<file path="src/rtl/mdec_pkg.sv">
package mdec_pkg;
  localparam int SW_N   = 4;
  localparam int ADDR_W = $clog2(SW_N);

  typedef enum logic {
    MODE_QUAD = 1'b0,
    MODE_PAIR = 1'b1
  } mode_e;

  typedef struct packed {
    logic [ADDR_W-1:0] addr;
    logic              en;
  } sel_t;
endpackage

</file>
<file path="src/rtl/mdec_hold.sv">
module mdec_hold
  import mdec_pkg::*;
(
  input  logic clk,
  input  logic rst_n,
  input  sel_t sel_in,
  input  logic hold,
  output sel_t sel_q
);
  logic ld;
  sel_t sel_d;

  assign ld = ~hold;

  always_comb begin
    sel_d = sel_q;
    if (ld) sel_d = sel_in;
  end

  always_ff @(posedge clk or negedge rst_n) begin
    if (!rst_n) sel_q <= '0;
    else        sel_q <= sel_d;
  end


  hold_stable_chk: assert property (@(posedge clk) disable iff (!rst_n)
    hold |=> $stable(sel_q));


  follow_chk: assert property (@(posedge clk) disable iff (!rst_n)
    !hold |=> sel_q == $past(sel_in));
endmodule

</file>
<file path="src/rtl/mdec_decode.sv">
module mdec_decode
  import mdec_pkg::*;
(
  input  sel_t            sel,
  input  mode_e           mode,
  output logic [SW_N-1:0] tgt
);
  for (genvar i = 0; i < SW_N; i++) begin : g_sw
    localparam logic [ADDR_W-1:0] IDX = ADDR_W'(i);
    localparam logic              ODD = 1'(i % 2);
    logic quad_hit, pair_hit;
    assign quad_hit = (sel.addr == IDX);
    assign pair_hit = (sel.addr[0] == ODD);
    assign tgt[i]   = sel.en & ((mode == MODE_PAIR) ? pair_hit : quad_hit);
  end


  always_comb quad_onehot_chk: assert ((mode != MODE_QUAD) || $onehot0(tgt));


  always_comb pair_count_chk: assert ((mode != MODE_PAIR) || !sel.en ||
                                      ($countones(tgt) == 2));
endmodule

</file>
<file path="src/rtl/mdec_bbm.sv">
module mdec_bbm
  import mdec_pkg::*;
(
  input  logic            clk,
  input  logic            rst_n,
  input  logic [SW_N-1:0] tgt,
  output logic [SW_N-1:0] sw_q
);
  logic [SW_N-1:0] sw_d;
  logic            chg;

  assign chg = (tgt != sw_q);

  always_comb begin
    sw_d = sw_q;
    if (chg) sw_d = (sw_q != '0) ? '0 : tgt;
  end

  always_ff @(posedge clk or negedge rst_n) begin
    if (!rst_n)   sw_q <= '0;
    else if (chg) sw_q <= sw_d;
  end


  bbm_gap_chk: assert property (@(posedge clk) disable iff (!rst_n)
    (sw_q != '0 && $past(sw_q) != '0) |-> sw_q == $past(sw_q));
endmodule

</file>
<file path="src/rtl/mux_chan_dec.sv">
module mux_chan_dec
  import mdec_pkg::*;
(
  input  logic             clk,
  input  logic             rst_n,
  input  logic [ADDR_W-1:0] chan_sel,
  input  logic             sw_enable,
  input  logic             load_hold,
  input  logic             pair_mode,
  output logic [SW_N-1:0]  sw_on
);
  logic [1:0]      rst_pipe;
  logic            rst_i_n;
  sel_t            sel_in, sel_q;
  logic [SW_N-1:0] tgt;
  mode_e           mode;

  always_ff @(posedge clk or negedge rst_n) begin
    if (!rst_n) rst_pipe <= '0;
    else        rst_pipe <= {rst_pipe[0], 1'b1};
  end
  assign rst_i_n = rst_pipe[1];

  assign sel_in = '{addr: chan_sel, en: sw_enable};
  assign mode   = mode_e'(pair_mode);

  mdec_hold u_hold (
    .clk   (clk),
    .rst_n (rst_i_n),
    .sel_in(sel_in),
    .hold  (load_hold),
    .sel_q (sel_q)
  );

  mdec_decode u_dec (
    .sel (sel_q),
    .mode(mode),
    .tgt (tgt)
  );

  mdec_bbm u_bbm (
    .clk  (clk),
    .rst_n(rst_i_n),
    .tgt  (tgt),
    .sw_q (sw_on)
  );


  reset_open_chk: assert property (@(posedge clk)
    !rst_n |-> sw_on == '0);


  en_off_chk: assert property (@(posedge clk) disable iff (!rst_i_n)
    !sel_q.en |=> sw_on == '0);
endmodule

</file>
<file path="config.mk">
export PLATFORM = sky130hd
export DESIGN_NAME = mux_chan_dec
export DESIGN_NICKNAME = d
export VERILOG_FILES = /design/src/rtl/mdec_pkg.sv /design/src/rtl/mdec_hold.sv /design/src/rtl/mdec_decode.sv /design/src/rtl/mdec_bbm.sv /design/src/rtl/mux_chan_dec.sv
export SDC_FILE = /design/constraint.sdc
export NUM_CORES = 1
export LEC_CHECK = 0
export BUFFER_PORTS_ARGS = -buffer_cell sky130_fd_sc_hd__buf_2
export CORE_AREA = 2 2 39 41
export CTS_BUF_LIST = sky130_fd_sc_hd__clkbuf_8
export DETAILED_ROUTE_END_ITERATION = 12
export DIE_AREA = 0 0 41 43
export GPL_TIMING_DRIVEN = 0
export PLACE_DENSITY = 0.65
export SKIP_CTS_REPAIR_TIMING = 1
export SYNTH_ARGS = -nofsm -noshare
export SYNTH_HDL_FRONTEND = slang
export SYNTH_SLANG_ARGS = --single-unit
</file>
<file path="constraint.sdc">
create_clock -name clk -period 0.8 [get_ports clk]
set_clock_uncertainty 0.05 [all_clocks]
set_input_delay 0.08 -clock clk [delete_from_list [all_inputs] [get_ports clk]]
set_output_delay 0.08 -clock clk [all_outputs]
set_load 0.1 [all_outputs]
</file>
==> flow_summary.json <==
{
  "synth_seq_cells": 9,
  "crit_required_ns": 0.86,
  "antenna_found_initial": 0,
  "reg2reg_depth": 3,
  "dr.pass1.iters": 4,
  "rsz0062_at_grt": "yes",
  "ys_types": 20,
  "fill_cells": 117,
  "placementRows": 14,
  "portBuffers": 10,
  "grt_pass1_vias": 315,
  "syn-cell-area_um2": 455,
  "cpMaxStageDelayCell": "dfrtp_4",
  "synth_nets": 43,
  "hold_viol": 0,
  "wire_per_inst_um": 13.8,
  "reg2reg_from": "u_bbm.sw_q[3]",
  "hold_start": "sw_enable",
  "min_to": "u_hold.sel_q[0]",
  "ant_nets": 0,
  "fin_nets": 69,
  "slew_viol_final": 0,
  "swShare_pct": 34.7,
  "die_area_mm2": 0.00176,
  "hold_path_class": "in2reg",
  "dpl_cell_area_um2": 552,
  "cts_max_path_buffers": 2,
  "violations": "setup timing",
  "hold_path_depth": 2,
  "layout_min_cycle_time_ns": 1.47,
  "crit_buf_inv": 1,
  "setup_viol": 11,
  "grt_first_pass_wirelength_mm": 1.35,
  "yosys_warnings": 0,
  "gp_congestion": 0.639,
  "clk_latency_ns": 0.23,
  "status": "finished, violations left",
  "reg2reg_slack_ns": -0.67,
  "synth_area_per_cell_um2": 12.7,
  "fp.dieH_um": 43,
  "drive_gt1_share_pct": 72.1,
  "postLayoutCellArea_um2": 806,
  "rr_endpoint": "u_bbm.sw_q[0]",
  "critPathMaxStageDelay_ns": 0.49,
  "seq_area_frac_synth_pct": 49.5,
  "routed_via_density": 5.26,
  "h-tree-depth": 1,
  "cts_root_buf": "clkbuf_8",
  "power.leakage_uw": 0.000331,
  "diodes": 0,
  "cp-end-kind": "flop",
  "fin_util_pct": 58.2,
  "clock_power_share_pct": 28.4,
  "ir_drop_mv": 1.08,
  "seq_power_share_pct": 35.9,
  "num_io_pins": 11,
  "multi_input_area_um2": 305,
  "regArea_um2": 244,
  "cts_num_sinks": 9,
  "netlist_instances": 36,
  "vias": 405,
  "critPathTopFamily": "compound AO/OA/AOI/OAI gates",
  "grt-ovfl-total": 0,
  "critPathMaxFanout": 8,
  "crit_type": "reg2reg",
  "path_cells": "inv_2 > o41a_1 > a2111oi_2",
  "fmaxAchievable_ghz": 0.681,
  "maxCapViolCount": 0,
  "power_density_mw_per_mm2": 2160,
  "cts_tree": "done",
  "fp.dieW_um": 41,
  "grt_max_degree": 9,
  "finalNonFillerCells": 77,
  "drtIter0Drc": 3,
  "cts_made_buffers": 3,
  "drcViolationCount": 0,
  "clk_pin_slew_ns": 0.04,
  "dp.cells": 62,
  "startpoint_type": "flop",
  "power.internal_uw": 1140,
  "power.total_uw": 1740,
  "wirelength_mm": 1.06,
  "core_region_area_mm2": 0.00138,
  "grtUsageTotal_pct": 12.5,
  "switchingPower_uw": 602,
  "area_growth_pct": 76.9,
  "setup_slack_ns": -0.668,
  "pwr-share-comb_pct": 35.6,
  "initial_core_util_pct": 32.9,
  "hold_ws_ns": 0.0318,
  "period_share_pct": 183,
  "arrival_ns": 1.53
}
[cell usage in the layout, fill, tap and decap left out, drive strengths merged, types with 2 or more instances in the layout]
| cell | count |
|---|---|
| a2111oi | 4 |
| a311o | 2 |
| buf | 20 |
| clkbuf | 3 |
| dfrtp | 9 |
| inv | 3 |
| mux2 | 3 |
| mux2i | 2 |
| nand2b | 2 |
| nor3b | 2 |
| o2111ai | 2 |
[cell usage after synthesis]
master | instances | area share, %
mux2i_1 | 2 | 4.4
dfrtp_1 | 9 | 49
a311o_1 | 2 | 4.4
nand2b_4 | 1 | 3.0
nor2_1 | 1 | 0.82
a2111oi_1 | 2 | 4.4
conb_1 | 1 | 0.82
and3b_1 | 1 | 1.9
o21ai_2 | 1 | 1.9
nand2b_1 | 1 | 1.4
mux2_2 | 3 | 7.4
nand2_1 | 1 | 0.82
inv_1 | 2 | 1.6
nand3_1 | 1 | 1.1
nor3b_1 | 2 | 3.3
o211ai_1 | 1 | 1.6
a2111oi_0 | 1 | 1.9
o2111ai_1 | 2 | 3.8
o41a_1 | 1 | 2.5
a2111oi_2 | 1 | 3.3
[sequential cells by signal, indices dropped and copies added, names as in the netlist]
register / flops
u_bbm.sw_q: 4
u_hold.sel_q: 3
rst_pipe: 2
[how the worst max path moves through the flow]
stage	start	end	slack, ns	cells after the start
after floorplan	u_bbm.sw_q[2]	u_bbm.sw_q[0]	-0.72	2
after global placement	u_hold.sel_q[2]	u_bbm.sw_q[2]	-0.72	3
after detailed placement	u_hold.sel_q[2]	u_bbm.sw_q[2]	-0.74	3
after CTS	u_hold.sel_q[2]	u_bbm.sw_q[2]	-0.74	3
after global routing	u_bbm.sw_q[1]	u_bbm.sw_q[2]	-0.72	3
final	u_bbm.sw_q[3]	u_bbm.sw_q[0]	-0.67	3
[per-layer routing]
layer,share of wire [%],routed length [µm],vias to the layer above,track usage [%]
li1,-,-,193,-
met1,41,434,195,15.5
met2,54,577,15,15.6
met3,3.5,37,2,4.71
met4,0.94,10,0,12.0
met5,0,0,-,0
[final cells by class]
cell class | instances | area share [%]
multi-input cells | 25 | 37.9
well taps | 16 | 2.48
repair buffers | 21 | 22.8
inverters | 2 | 0.932
clock buffers | 3 | 5.12
clock inverters | 1 | 0.466
flip-flops and latches | 9 | 30.3
[stage by stage]
step / setup slack [ns] / setup TNS, ns
6_report: -0.668 / -4.20
5_1_grt: -0.720 / -4.59
4_1_cts: -0.745 / -4.78
3_5_place_dp: -0.739 / -3.73
3_3_place_gp: -0.720 / -3.71
2_1_floorplan: -0.723 / -2.84
[cell families after synthesis]
group	count (synthesis)	share of synthesized area, %
compound gates	11	23.9
flops	9	49.5
simple gates	8	12.4
mux	5	11.8
buf+inv	2	1.65
other cells	1	0.823
[power groups by stage]
stage,clock (µW),sequential [µW],combinational [µW]
2_1_floorplan,0,770,145
3_3_place_gp,0,614,382
3_5_place_dp,0,615,386
4_1_cts,519,607,386
5_1_grt,560,631,651
6_report,494,624,619
Note: power is estimated with default switching activity, not from simulation.
